==> config.mk <==
export PLATFORM = sky130hd
export DESIGN_NAME = strap_latch
export DESIGN_NICKNAME = d
export VERILOG_FILES = /design/src/rtl/strap_latch.sv
export SDC_FILE = /design/constraint.sdc
export NUM_CORES = 1
export LEC_CHECK = 0
export BUFFER_PORTS_ARGS = -buffer_cell sky130_fd_sc_hd__buf_2
export CAP_MARGIN = 20
export CORE_ASPECT_RATIO = 0.75
export CORE_MARGIN = 3
export CORE_UTILIZATION = 44
export CTS_BUF_LIST = sky130_fd_sc_hd__clkbuf_8 sky130_fd_sc_hd__clkbuf_16
export CTS_CLUSTER_SIZE = 28
export DETAILED_ROUTE_END_ITERATION = 8
export HOLD_SLACK_MARGIN = 0.1
export MAX_ROUTING_LAYER = met4
export PLACE_DENSITY = 0.78
export SYNTH_ARGS = -nofsm -noshare
export SYNTH_HDL_FRONTEND = slang
export SYNTH_SLANG_ARGS = --single-unit
==> constraint.sdc <==
create_clock -name clk -period 1.38 [get_ports clk]
set_input_delay 0.138 -clock clk [delete_from_list [all_inputs] [get_ports clk]]
set_output_delay 0.138 -clock clk [all_outputs]
set_load 0.02 [all_outputs]
==> src/rtl/strap_latch.sv <==
module strap_latch #(
  parameter int NCS = 4
) (
  input  logic           clk,
  input  logic           hard_rst_n,
  input  logic [27:0]    strap_bus,
  output logic           endian_le,
  output logic           bus_hold,
  output logic           int_arb,
  output logic [1:0]     bus_speed,
  output logic [3:0]     cs0_wait,
  output logic [1:0]     cs0_psize,
  output logic           cs0_dram,
  output logic [NCS-1:0] cs_valid,
  output logic [2:0]     eni_mode,
  output logic [10:0]    user_id,
  output logic [6:0]     eni_ctl
);
  localparam logic [3:0] CS0_MAX_WAIT = 4'hF;

  logic       armed_q;
  logic       cs0_v_q;
  logic       cs0_on;
  logic [1:0] psize_d;
  logic       dram_d;

  always_comb begin
    case (strap_bus[24:23])
      2'b01:   {cs0_on, psize_d, dram_d} = {1'b1, 2'b01, 1'b0};
      2'b10:   {cs0_on, psize_d, dram_d} = {1'b1, 2'b01, 1'b1};
      2'b11:   {cs0_on, psize_d, dram_d} = {1'b1, 2'b10, 1'b0};
      default: {cs0_on, psize_d, dram_d} = '0;
    endcase
  end

  always_ff @(posedge clk or negedge hard_rst_n) begin
    if (!hard_rst_n) begin
      armed_q   <= 1'b1;
      endian_le <= 1'b0;
      bus_hold  <= 1'b0;
      int_arb   <= 1'b0;
      cs0_wait  <= '0;
      cs0_psize <= '0;
      cs0_dram  <= 1'b0;
      cs0_v_q   <= 1'b0;
      eni_mode  <= '0;
      user_id   <= '0;
      eni_ctl   <= '0;
    end else if (armed_q) begin
      armed_q   <= 1'b0;
      endian_le <= ~strap_bus[27];
      bus_hold  <= ~strap_bus[26];
      int_arb   <= strap_bus[25];
      cs0_wait  <= CS0_MAX_WAIT;
      cs0_psize <= psize_d;
      cs0_dram  <= dram_d;
      cs0_v_q   <= cs0_on;
      eni_mode  <= strap_bus[22:20];
      user_id   <= strap_bus[19:9];
      eni_ctl   <= {~strap_bus[7], strap_bus[6:3], strap_bus[1:0]};
    end
  end

  assign bus_speed = 2'b00;
  assign cs_valid  = {{(NCS-1){1'b0}}, cs0_v_q};
endmodule


Word-level counts from Yosys, hierarchy flattened. Cells that the tools add are included.

Register bits after elaboration: 30. Input port bits: 30. Output and inout bits: 37. Logic and storage cells: 22.

Eq/ne operators: 3. Mux-type cells: 3. Bitwise operators: 3. Reductions and logical operators: 2.

Operators with widths (count): 2-bit == test, second input constant (2); 2-bit case mux with 2 select lines (1); 1-bit NOT (3); 3-bit OR reduction (1); 2-bit by 1-bit == test with 1-bit output, second input constant (1); 1-bit two-way mux (2); 2-bit OR reduction (1).

Longest topological paths before layout.
Depth in word-level cells: 3. Mapped depth: 3. Gate-level depth less buffers: 3.

Worst setup path before layout. Ideal clock, no wire load.

Kind: flip-flop to flip-flop. Start: register armed_q. End: register cs0_dram. Setup time: 0.125 ns. Arrival: 1.003 ns. Data required time: 1.255 ns. Slack: 0.252 ns. Stages on the path, launching flop included: 3. Path buffers: 1. Clock period less this slack: 1.128 ns. Cells stage by stage: dfstp_2 > buf_6 > mux2_4.

RTL lines: from (decl) (RTL line 21) `logic armed_q;`; from (signal assigned) (RTL line 38) `armed_q <= 1'b1;`; from (signal assigned) (RTL line 50) `armed_q <= 1'b0;`; to (signal assigned) (RTL line 56) `cs0_dram <= dram_d;`; to (decl) (RTL line 13) `output logic cs0_dram,`.

No word-level cell between the ends.

Final worst setup path.
Start: register armed_q. End: register eni_ctl[1].

RTL lines: to (signal assigned) (RTL line 60) `eni_ctl <= {~strap_bus[7], strap_bus[6:3], strap_bus[1:0]};`; to (decl) (RTL line 17) `output logic [6:0] eni_ctl`.

No word-level cell between the ends.

==> reports/metrics.cfg <==
[outcome]
status=complete, no violations

[setup_path]
cp_max_fo=16
crit_path_start_kind=flop
arrival_ps=1420
r2r_cells=2
crit_type=reg2reg
end_kind=flop
required_ps=1530

[sta]
fin_skew_ps=4.99
rsz0062_at_grt=no
holdWs_ps=113
period_needed_ps=1270
setup_viol=0
final_hold_viol_count=0
setup_tns_ps=0
worst-slew-pin-transition_ps=645
clock.fmax_mhz=788
post-route-period-util=0.919
timing_max_transition_violations_final=0
relSlewSlack=0.570

[synth]
ys_seq_area_frac=0.570
netlist_area_um2=1320
yosys_warnings=0
netlist_top_cells_count=dfrtp_1 (29), mux2_4 (24), buf_4 (9), inv_1 (5)
yosysTopAreaCell=dfrtp_1
synthArstFlopShare=1.00
syn_inst=81
synth_top_area_frac=0.550
synth-edff-count=0
synth-seq-cells=30
synthTopCellsByArea=dfrtp_1 (55%), mux2_4 (27%), buf_4 (5.1%)
avgSynthCellArea_um2=16.3
synthFlopType=dfrtp_1
yosysUniqueCellTypes=12
synth_most_common_cell=dfrtp_1

[power]
p_leak_nw=1.03
p_total_mw=2.37
p_per_area_nw_per_um2=1210
ir_drop_mv=0.657

[drt]
via_per_inst=4.39
dr_wl_met2_mm=1.27
postRouteAntennaNets=0
drc=0
post_drt_wl_per_cell_um=13.0
wl_met1_mm=1.08
wl_met3_um=240
dr_total_vias=882
drt_wl_total_mm=2.61
top_layer_used=met4
drt_first_iter_violations=19
firstDrtPassIters=3

[place]
portBuffers=59
gp_congestion=0.756
dp_hpwl_mm=1.75

[floorplan]
die_area_um2=3700
io_pins=67
start_util=0.484
core_area_um2=2720
die_h_um=53.4
placementRows=16
fp.dieW_um=69.2

[cts]
cts_setup_buffers=0
cts-buffers-inserted=5
root_buffer=clkbuf_8
clk_pin_slew_ps=60
cts_max_level=2
clock_path_buffers=2
cts_tree=done
cts_hold_buf=23
cts_sinks=30
clkLatencyLatePin_ps=270
ctsResizeCount=0

[cells_and_area]
syn_to_final_growth_pct=48.6
drive_gt1_frac=0.570
n_fill_cell=195
nNetsFinal=198
n_antenna_cell=0

[run]
maxCapViolCount=0

[worst_hold_path]
hold_depth=2
min_path_type=in2reg

[grt]
grt_usage=0.164
grt_first_pass_wirelength_mm=4.44
grt_max_degree=31
overflow=0
grt_pass1_vias=954
grt_antenna_before_repair=0

## kinds of logic (layout without fill, tap and decap cells)
logic type                 Yosys count  count (layout)  share of synthesized area
buffers and inverters               17              96                     0.0911
adders and majority gates            3               3                     0.0285
DFF                                 30              30                      0.570
other                                1               6                    0.00284
muxes                               27              27                      0.296
and+or+nand+nor                      2               2                    0.00759
AOI/OAI and AO/OA                    1               1                    0.00379
## stage by stage
step	cells	setup slack, ps	cell area (um^2)	utilization
after floorplan	86	252	1340	-
after global placement	171	135	1620	0.594
after detailed placement	171	115	1620	0.594
after CTS	201	106	1960	0.720
after global routing	201	77.1	1960	0.720
final	201	112	1960	0.720
## registers in the layout, indices dropped and copies added, names as in the netlist
| register | cells |
|---|---|
| user_id | 11 |
| eni_ctl | 7 |
| eni_mode | 3 |
| cs0_psize | 2 |
| armed_q | 1 |
| bus_hold | 1 |
| cs0_dram | 1 |
| cs0_v_q | 1 |
| cs0_wait | 1 |
| endian_le | 1 |
| int_arb | 1 |
## metal layers
layer  GRT usage  up-vias
met5           -        -
li1            -      418
met1       0.186      414
met3      0.0531        3
met4      0.0682        0
met2       0.275       47
## cells in the final DEF, fill, tap and decap left out, drive strengths merged
cell type,netlist,final
dfstp,1,1
ha,3,3
clkbuf,0,6
conb,1,6
mux2i,3,3
mux2,24,24
dfrtp,29,29
buf,12,61
dlygate4sd3,0,23
bufinv,0,1
inv,5,5
or2,1,1
nor2,1,1
a21oi,1,1
## power breakdown
part	internal [mW]	total [mW]	switching, mW
Combinational	0.249	0.485	0.235
Clock	0.576	0.873	0.297
Sequential	0.966	1.02	0.0496
## final cells by class
class / count / area [um^2] / share of cell area
well taps: 36 / 45.0 / 0.0230
inverters: 5 / 18.8 / 0.00958
multi-input cells: 39 / 465 / 0.238
repair buffers: 84 / 566 / 0.289
clock inverters: 1 / 30.0 / 0.0153
flip-flops and latches: 30 / 752 / 0.384
clock buffers: 6 / 82.6 / 0.0421
## worst paths after layout
| path | startpoint | end | slack [ps] |
|---|---|---|---|
| setup reg to reg | armed_q | eni_ctl[1] | 110 |
| hold reg to reg | user_id[1] | user_id[1] | 510 |
| min in group asynchronous | hard_rst_n | eni_mode[0] | 430 |
| setup / recovery | armed_q | eni_ctl[1] | 110 |
| hold / removal | strap_bus[1] | eni_ctl[1] | 110 |
| max in group asynchronous | hard_rst_n | eni_ctl[0] | 530 |
## critical path: stages (launching register included)
cell	delay, ps
dfstp_2	640
buf_12	200
mux2_4	310
Note: power is estimated with default switching activity, not from simulation.
